### src/rtl/ctimer_pkg.sv
package ctimer_pkg;
   typedef enum logic [1:0] {
      TM_TIMER   = 2'd0,
      TM_EVENT   = 2'd1,
      TM_CAP_ONE = 2'd2,
      TM_CAP_TWO = 2'd3
   } tmr_mode_e;
endpackage

### src/rtl/ctimer_prescale.sv
module ctimer_prescale #(
   parameter int SEL_W = 3
) (
   input  logic             clk,
   input  logic             rst_n,
   input  logic [SEL_W-1:0] sel,
   output logic             tick
);
   localparam int DIV_W = (1 << SEL_W) - 1;

   if (SEL_W < 1 || SEL_W > 5) begin : g_bad_sel
      $error("ctimer_prescale: SEL_W out of range");
   end

   logic [DIV_W-1:0] div_q;
   logic [DIV_W-1:0] mask;

   always_comb begin
      for (int i = 0; i < DIV_W; i++) mask[i] = (i < int'(sel));
   end

   always_ff @(posedge clk or negedge rst_n) begin
      if (!rst_n) div_q <= '0;
      else        div_q <= div_q + 1'b1;
   end

   assign tick = ((div_q & mask) == mask);
endmodule

### src/rtl/ctimer_edge.sv
module ctimer_edge #(
   parameter int STAGES = 2
) (
   input  logic clk,
   input  logic rst_n,
   input  logic pin,
   input  logic tick,
   output logic lvl_now,
   output logic lvl_prev,
   output logic edge_hit
);
   if (STAGES < 2) begin : g_bad_stages
      $error("ctimer_edge: at least two synchroniser stages required");
   end

   logic [STAGES-1:0] sync_q;

   for (genvar s = 0; s < STAGES; s++) begin : g_sync
      always_ff @(posedge clk or negedge rst_n) begin
         if (!rst_n) sync_q[s] <= 1'b0;
         else if (s == 0) sync_q[s] <= pin;
         else sync_q[s] <= sync_q[(s == 0) ? 0 : s-1];
      end
   end

   assign lvl_now = sync_q[STAGES-1];

   always_ff @(posedge clk or negedge rst_n) begin
      if (!rst_n)    lvl_prev <= 1'b0;
      else if (tick) lvl_prev <= lvl_now;
   end

   assign edge_hit = tick && (lvl_now != lvl_prev);

   assert_edge_sampled_R7: assert property (@(posedge clk) disable iff (!rst_n)
      edge_hit |=> (lvl_prev == $past(lvl_now)))
      else $error("edge sample not recorded");
endmodule

### src/rtl/ctimer_rdport.sv
module ctimer_rdport #(
   parameter int W = 16
) (
   input  logic                       clk,
   input  logic                       rst_n,
   input  logic                       rd,
   input  logic [$clog2(W/4)-1:0]     addr,
   input  logic [W-1:0]               src,
   output logic [3:0]                 rdata
);
   localparam int NIB = W / 4;
   localparam int AW  = $clog2(NIB);

   logic [W-5:0] snap_q;
   logic         top_rd;

   assign top_rd = rd && (addr == AW'(NIB - 1));

   always_ff @(posedge clk or negedge rst_n) begin
      if (!rst_n) begin
         snap_q <= '0;
         rdata  <= '0;
      end else if (top_rd) begin
         snap_q <= src[W-5:0];
         rdata  <= src[W-1:W-4];
      end else if (rd) begin
         rdata  <= snap_q[{addr, 2'b00} +: 4];
      end
   end

   assert_snap_frozen_R3: assert property (@(posedge clk) disable iff (!rst_n)
      !top_rd |=> $stable(snap_q))
      else $error("snapshot changed without a top-nibble read");
endmodule

### src/rtl/cap_timer16.sv
module cap_timer16 #(
   parameter int CNT_W       = 16,
   parameter int PRE_W       = 3,
   parameter int SYNC_STAGES = 2
) (
   input  logic                          clk,
   input  logic                          rst_n,
   input  logic [$clog2(CNT_W/4):0]      bus_addr,
   input  logic                          bus_wr,
   input  logic                          bus_rd,
   input  logic [3:0]                    bus_wdata,
   output logic [3:0]                    bus_rdata,
   input  logic                          ext_in,
   input  logic [PRE_W-1:0]              pre_sel,
   input  logic                          edge_sel,
   input  logic [1:0]                    mode,
   input  logic                          go,
   input  logic                          flag_wr,
   input  logic                          flag_wdata,
   output logic                          irq,
   output logic                          irq_flag
);
   import ctimer_pkg::*;

   localparam int NIB     = CNT_W / 4;
   localparam int NA_W    = $clog2(NIB);
   localparam int TOP_NIB = NIB - 1;

   if (CNT_W % 4 != 0 || CNT_W < 8) begin : g_bad_width
      $error("cap_timer16: CNT_W must be a multiple of 4 and at least 8");
   end

   logic [CNT_W-1:0] count_q, load_q;
   logic             win_cap;
   logic [NA_W-1:0]  nib;
   logic             ld_wr, top_wr;
   logic             tick, lvl_now, lvl_prev, edge_hit;
   logic             open_e, close_e;
   logic             inc, wrap, capture, seed_one, seed_zero, ev;
   tmr_mode_e        md;

   assign win_cap = bus_addr[NA_W];
   assign nib     = bus_addr[NA_W-1:0];
   assign ld_wr   = bus_wr && !win_cap;
   assign top_wr  = ld_wr && (nib == NA_W'(TOP_NIB));
   assign md      = tmr_mode_e'(mode);

   ctimer_prescale #(.SEL_W(PRE_W)) u_pre (
      .clk(clk), .rst_n(rst_n), .sel(pre_sel), .tick(tick));

   ctimer_edge #(.STAGES(SYNC_STAGES)) u_edge (
      .clk(clk), .rst_n(rst_n), .pin(ext_in), .tick(tick),
      .lvl_now(lvl_now), .lvl_prev(lvl_prev), .edge_hit(edge_hit));

   assign open_e  = edge_hit && (lvl_now == edge_sel);
   assign close_e = edge_hit && (lvl_now != edge_sel);

   always_comb begin
      inc       = 1'b0;
      capture   = 1'b0;
      seed_one  = 1'b0;
      seed_zero = 1'b0;
      if (go) begin
         unique case (md)
            TM_TIMER: inc = tick;
            TM_EVENT: inc = open_e;
            TM_CAP_ONE: begin
               if (close_e) begin
                  capture   = 1'b1;
                  seed_zero = 1'b1;
               end else if (open_e) begin
                  seed_one  = 1'b1;
               end else begin
                  inc = tick && (lvl_prev == edge_sel);
               end
            end
            TM_CAP_TWO: begin
               if (edge_hit) begin
                  capture  = 1'b1;
                  seed_one = 1'b1;
               end else begin
                  inc = tick;
               end
            end
            default: inc = 1'b0;
         endcase
      end
   end

   assign wrap = inc && (count_q == '1);
   assign ev   = wrap || capture;

   always_ff @(posedge clk or negedge rst_n) begin
      if (!rst_n)         count_q <= '0;
      else if (top_wr)    count_q <= {bus_wdata, load_q[CNT_W-5:0]};
      else if (seed_one)  count_q <= CNT_W'(1);
      else if (seed_zero) count_q <= '0;
      else if (wrap)      count_q <= load_q;
      else if (inc)       count_q <= count_q + 1'b1;
   end

   always_ff @(posedge clk or negedge rst_n) begin
      if (!rst_n)       load_q <= '0;
      else if (ld_wr)   load_q[{nib, 2'b00} +: 4] <= bus_wdata;
      else if (capture) load_q <= count_q;
   end

   always_ff @(posedge clk or negedge rst_n) begin
      if (!rst_n) begin
         irq      <= 1'b0;
         irq_flag <= 1'b0;
      end else begin
         irq <= ev;
         if (ev)                         irq_flag <= 1'b1;
         else if (flag_wr && !flag_wdata) irq_flag <= 1'b0;
      end
   end

   ctimer_rdport #(.W(CNT_W)) u_rd (
      .clk(clk), .rst_n(rst_n), .rd(bus_rd), .addr(nib),
      .src(win_cap ? load_q : count_q), .rdata(bus_rdata));

   assert_irq_needs_go_R6: assert property (@(posedge clk) disable iff (!rst_n)
      irq |-> $past(go))
      else $error("irq raised while stopped");

   assert_hold_stopped_R6: assert property (@(posedge clk) disable iff (!rst_n)
      (!go && !top_wr) |=> (count_q == $past(count_q)))
      else $error("counter moved while stopped");

   assert_flag_follows_R10: assert property (@(posedge clk) disable iff (!rst_n)
      irq |-> irq_flag)
      else $error("sticky flag missed an irq");

   assert_wrap_reload_R4: assert property (@(posedge clk) disable iff (!rst_n)
      (irq && $past(mode) == 2'd0 && !$past(bus_wr)) |-> (count_q == load_q))
      else $error("timer irq without reload");

   assert_capture_halt_R8: assert property (@(posedge clk) disable iff (!rst_n)
      (irq && $past(mode) == 2'd2 && $past(lvl_now) != $past(edge_sel) && !$past(bus_wr))
      |-> (count_q == '0))
      else $error("single capture did not clear counter");
endmodule

### config.mk
export PLATFORM = sky130hd
export DESIGN_NAME = cap_timer16
export DESIGN_NICKNAME = d
export VERILOG_FILES = /design/src/rtl/ctimer_pkg.sv /design/src/rtl/ctimer_prescale.sv /design/src/rtl/ctimer_edge.sv /design/src/rtl/ctimer_rdport.sv /design/src/rtl/cap_timer16.sv
export SDC_FILE = /design/constraint.sdc
export NUM_CORES = 1
export LEC_CHECK = 0
export BUFFER_PORTS_ARGS = -buffer_cell sky130_fd_sc_hd__buf_2
export CAP_MARGIN = 20
export CELL_PAD_IN_SITES_DETAIL_PLACEMENT = 1
export CELL_PAD_IN_SITES_GLOBAL_PLACEMENT = 1
export CORE_UTILIZATION = 42
export DETAILED_ROUTE_END_ITERATION = 8
export HOLD_SLACK_MARGIN = 0.12
export PLACE_DENSITY_LB_ADDON = 0.1
export SLEW_MARGIN = 20
export SYNTH_ARGS = -nofsm -noshare
export SYNTH_HDL_FRONTEND = slang
export SYNTH_SLANG_ARGS = --single-unit
### constraint.sdc
create_clock -name clk -period 2.95 [get_ports clk]
set_clock_uncertainty 0.1 [all_clocks]
set_input_delay 0.295 -clock clk [delete_from_list [all_inputs] [get_ports clk]]
set_output_delay 0.295 -clock clk [all_outputs]
set_load 0.005 [all_outputs]
# Word level (Yosys, flattened, before mapping)
# Cells that the tools add are included.
[word_totals]
reg_bits = 60
out_inout_bits = 6
elab_cells = 79
in_bits = 21
[classes]
shift = 3
addsub = 3
n_bitwise = 1
n_mux = 28
eq_ne = 10
reduce_logical = 17
magnitude_cmp = 7
[op_table]
columns = ["cell", "count"]
rows = [
  ["16-bit two-way mux", 8],
  ["16-bit by 1-bit adder with 16-bit output, second input constant", 1],
  ["16-bit bitwise mux", 1],
  ["16-bit == test, second input constant", 1],
  ["4-bit by 6-bit variable shift with 16-bit output, first input constant", 1],
  ["4-bit by 6-bit variable part select with 16-bit output", 1],
  ["1-bit two-way mux", 14],
  ["12-bit by 5-bit variable part select with 4-bit output", 1],
  ["1-bit logical AND", 9],
  ["3-bit < comparator, first input constant", 3],
  ["4-bit two-way mux", 2],
  ["7-bit by 1-bit adder with 7-bit output, second input constant", 1],
  ["7-bit AND", 1],
  ["7-bit == test", 1],
  ["2-bit == test, second input constant", 3],
  ["1-bit by 3-bit < comparator with 1-bit output, first input constant", 2],
  ["2-bit by 3-bit < comparator with 1-bit output, first input constant", 2],
  ["4-bit negator with 6-bit output", 1],
  ["2-bit nonzero test", 3],
  ["5-bit nonzero test", 1],
  ["1-bit one-hot mux with 2 select lines", 2],
  ["1-bit one-hot mux with 4 select lines", 1],
  ["1-bit == test", 2],
  ["2-bit by 1-bit == test with 1-bit output, second input constant", 1],
  ["other kinds (4)", 6],
]

# Depth between registers and ports, before layout
[logic_depth]
word_depth = 14
depth_mapped = 8
depth_no_buf = 7

# By module
# Synthesis repeated with hierarchy kept, for this count alone.
[unflattened]
hier_cells = 347
hier_area_um2 = 3489.6
[modules_own_cells]
columns = ["module", "instances", "seq_area_each_um2", "cells_per_inst", "area_per_inst_um2"]
rows = [
  ["cap_timer16", 1, 850.8, 262, 2293.4],
  ["ctimer_rdport", 1, 400.4, 49, 763.2],
  ["ctimer_prescale", 1, 175.2, 30, 331.6],
  ["ctimer_edge", 1, 75.1, 6, 101.3],
]

# Worst setup path before layout
# Ideal clock, no wire load.
[synth_timing]
path_type = "flip-flop to flip-flop"
startpoint = "register count_q[0]"
endpoint = "register count_q[13]"
slack_ns = 0.645
path_stages_with_launch = 8
synth_period_minus_slack_ns = 2.305
setup_ns = 0.138
arrival_time_ns = 2.067
required_time_ns = 2.712
cell_sequence = "dfrtp_1 ha_1 nand3_1 or3_1 nor3_1 nor4b_4 mux2i_1 o221ai_1"
[synth_between]
elab_chain_cells = 6
[synth_lines]
columns = ["element", "line_no", "source"]
rows = [
  ["start, declared", "cap_timer16.sv:33", "logic [CNT_W-1:0] count_q, load_q;"],
  ["start signal, assigned", "cap_timer16.sv:95", "else if (top_wr) count_q <= {bus_wdata, load_q[CNT_W-5:0]};"],
  ["start signal, assigned", "cap_timer16.sv:98", "else if (wrap) count_q <= load_q;"],
  ["start signal, assigned", "cap_timer16.sv:99", "else if (inc) count_q <= count_q + 1'b1;"],
  ["16-bit by 1-bit adder with 16-bit output or 16-bit == test (tied branches)", "cap_timer16.sv:99, cap_timer16.sv:90", ""],
  ["16-bit two-way mux or 1-bit logical AND (tied branches)", "cap_timer16.sv:99, cap_timer16.sv:90", ""],
  ["16-bit two-way mux", "cap_timer16.sv:98", ""],
  ["16-bit two-way mux", "cap_timer16.sv:97", "else if (seed_zero) count_q <= '0;"],
  ["16-bit two-way mux", "cap_timer16.sv:96", "else if (seed_one) count_q <= CNT_W'(1);"],
  ["16-bit two-way mux", "cap_timer16.sv:95", ""],
]
# Parallel ways exist; a longest one is shown, timed or not. The select of a mux whose other input is x is not followed.
# A chain may end at the register's enable or synchronous reset.

# Worst setup path after layout
# Same ends and word-level chain as after synthesis.

==> impl_metrics.env <==
export IMPL_cts_buffers=9
export IMPL_reg2reg_slack_ns=0.22
export IMPL_required_ns=3.07
export IMPL_synthAdderAreaFrac_pct=2.50
export IMPL_boundaryPins=27
export IMPL_die_w_um=93.3
export IMPL_io_buffer_count=26
export IMPL_worstMarginPinSlew_ns=0.726
export IMPL_synth_seq_area_share_pct=42.9
export IMPL_p_total_w=0.00281
export IMPL_dr_pass1_iters=4
export IMPL_min_from="flag_wr"
export IMPL_die_h_um=93.3
export IMPL_syn_inst=357
export IMPL_synth_mux_area_share_pct=12.2
export IMPL_finalWirelength_mm=10.4
export IMPL_powerDensity_nw_per_um2=696
export IMPL_synthXorXnorAreaFrac_pct=4.51
export IMPL_grt_pass1_vias=2971
export IMPL_layout_area_overhead_vs_synth_pct=15.6
export IMPL_crit_type="flip-flop to flip-flop"
export IMPL_crit_path_max_fanout=7
export IMPL_drcViolationCount=0
export IMPL_slew_headroom_pct=51.2
export IMPL_start_util_pct=44.4
export IMPL_final_common_cell="dfrtp_1"
export IMPL_grt_total_usage_pct=25.7
export IMPL_endpoint_kind="flip-flop"
export IMPL_cp_arrival_ns=2.85
export IMPL_antenna_cells=0
export IMPL_netlist_area_um2=3500
export IMPL_synth_seq_cells=60
export IMPL_root_buffer="clkbuf_8"
export IMPL_antenna_found_initial=0
export IMPL_grt_max_degree=23
export IMPL_gp_congestion=0.963
export IMPL_core_um2=7890
export IMPL_synth_area_per_cell_um2=9.80
export IMPL_rr_worst_depth=8
export IMPL_grt_overflow=0
export IMPL_cts_tree="yes"
export IMPL_finalHoldViolations=0
export IMPL_ys_warn_count=0
export IMPL_synth_distinct_cells=50
export IMPL_rows=32
export IMPL_ys_async_sr_fraction_pct=100
export IMPL_timing_fmax_ghz=0.366
export IMPL_cp_slowest_cell="dfrtp_1"
export IMPL_ant_nets=0
export IMPL_cts_sink_count=60
export IMPL_slowest_delay_ns=0.47
export IMPL_ys_top_cells_by_area="dfrtp_1 43%, mux2_2 6.4%, mux2i_1 5.7%"
export IMPL_final_util_pct=51.3
export IMPL_whs_ns=0.189
export IMPL_finalMaxSlewViolations=0
export IMPL_drive_gt1_share_pct=20.6
export IMPL_drv_cap=0
export IMPL_regToRegEndpoint="count_q[13]"
export IMPL_setup_violations=0
export IMPL_die_area_um2=8700
export IMPL_multiInputGateArea_um2=1880
export IMPL_hold_path_endpoint="irq_flag"
export IMPL_synth_compound_area_share_pct=18.6
export IMPL_fillCellCount=892
export IMPL_yosysTopAreaCell="dfrtp_1"
export IMPL_fin_tns_setup_ns=0
export IMPL_worstPathCellList="ha_1 -> nand3_1 -> or3_1 -> nor3_1 -> nor4b_4 -> buf_4 -> mux2i_1 -> o221ai_1"
export IMPL_outcome="finished, final reports clean"
export IMPL_final_nets=422
export IMPL_drt_iter0_drc=177
export IMPL_wire_per_inst_um=20.7
export IMPL_layout_min_cycle_time_ns=2.73
export IMPL_grt_first_pass_wirelength_mm=16.4
export IMPL_startpoint_type="flip-flop"
export IMPL_clock_latency_ns=0.35
export IMPL_synth_nets=385
export IMPL_synth_simple_area_share_pct=15.9
export IMPL_fin_crit_sh_pct=92.7
export IMPL_hold_path_depth=4
export IMPL_vias_per_cell=5.79
export IMPL_regToRegStartpoint="count_q[0]"
export IMPL_vias=2902
export IMPL_yosysTopAreaCellShare_pct=42.9
export IMPL_clk_pin_slew_ns=0.08
export IMPL_p_leak_nw=1.76
export IMPL_htree_num_levels=3
export IMPL_layout_common_cells="60 x dfrtp_1, 44 x nand2_1, 27 x o21ai_0"
export IMPL_min_path_type="input pin to flip-flop"
export IMPL_synth_edf_count=0
export IMPL_synth_ff_type="dfrtp_1"
export IMPL_regArea_um2=1500
export IMPL_clock_path_buffers=2
export IMPL_vdd_ir_drop_max_v=0.000405
export IMPL_synth_top_family_by_area="compound AO/OA/AOI/OAI gates"
export IMPL_dpl_hpwl_mm=7.61
per-stage QoR:
stage               cells  setup slack, ns  area (um^2)
floorplan             357            0.645         3500
global placement      479            0.384         3770
detailed placement    479            0.253         3770
CTS                   499            0.273         4030
global route          501          -0.0123         4040
finish                501            0.215         4040
cells in the mapped netlist (all sizes together), types with 6 or more instances:
| cell | instances |
|---|---|
| dfrtp | 60 |
| nand2 | 44 |
| o21ai | 27 |
| mux2 | 20 |
| mux2i | 20 |
| inv | 17 |
| clkbuf | 14 |
| xnor2 | 14 |
| a21oi | 13 |
| nor2 | 12 |
| nor3 | 11 |
| a22oi | 10 |
| nand3 | 9 |
| a22o | 7 |
| ha | 7 |
| o221ai | 6 |
report_power, final:
part	internal (W)	switching [W]
clock network	0.000480	0.000371
registers	0.00104	0.000242
logic	0.000326	0.000356
kinds of logic after synthesis:
kind of cell	Yosys count
compound gates	94
simple gates	106
fa+ha+maj	7
mux	40
flops	60
xor+xnor	18
buf+inv	32
final cells by class:
type | instances | area share, %
multi-input combinational | 265 | 46.4
sequential | 60 | 37.1
timing repair buffer | 41 | 6.25
tap | 102 | 3.16
clock buffer | 9 | 3.06
clock inverter | 7 | 2.41
inverter | 17 | 1.58
registers in the layout (all words and copies together) (netlist names), 4 cells and up:
signal       count
load_q          16
count_q         16
u_rd.rdata       4
u_pre.div_q      7
u_rd.snap_q     12
routing by layer:
metal | share of wire [%] | wire [um] | GRT usage, % | vias up
met2 | 46 | 4810 | 41.3 | 60
met5 | 0 | 0 | 0 | -
met4 | 1.3 | 136 | 6.03 | 0
met1 | 48 | 4970 | 35.1 | 1448
li1 | - | - | - | 1380
met3 | 4.5 | 470 | 5.85 | 14
critical path: cells and delay by family (launching register included):
| kind | cells | cell delay, ns |
|---|---|---|
| adders and majority gates | 1 | 0.24 |
| AOI/OAI and AO/OA | 1 | 0.13 |
| buffers and inverters | 1 | 0.21 |
| muxes | 1 | 0.19 |
| and+or+nand+nor | 4 | 1.26 |
| DFF | 1 | 0.47 |
how the worst max path moves through the flow:
stage	slack (ns)	startpoint	end
global route	-0.01	count_q[0]	count_q[13]
finish	0.22	count_q[0]	count_q[13]
CTS	0.27	count_q[0]	count_q[13]
floorplan	0.65	count_q[0]	count_q[13]
detailed placement	0.25	count_q[0]	count_q[13]
global placement	0.38	count_q[0]	count_q[13]
repair_timing:
action,CTS,global route
endpoints found under the setup margin,0,1
hold buffers,4,0
buffers inserted,0,2
hold endpoints to repair,21,0
resized for setup,0,0
Power figures use the tool's default switching activity.
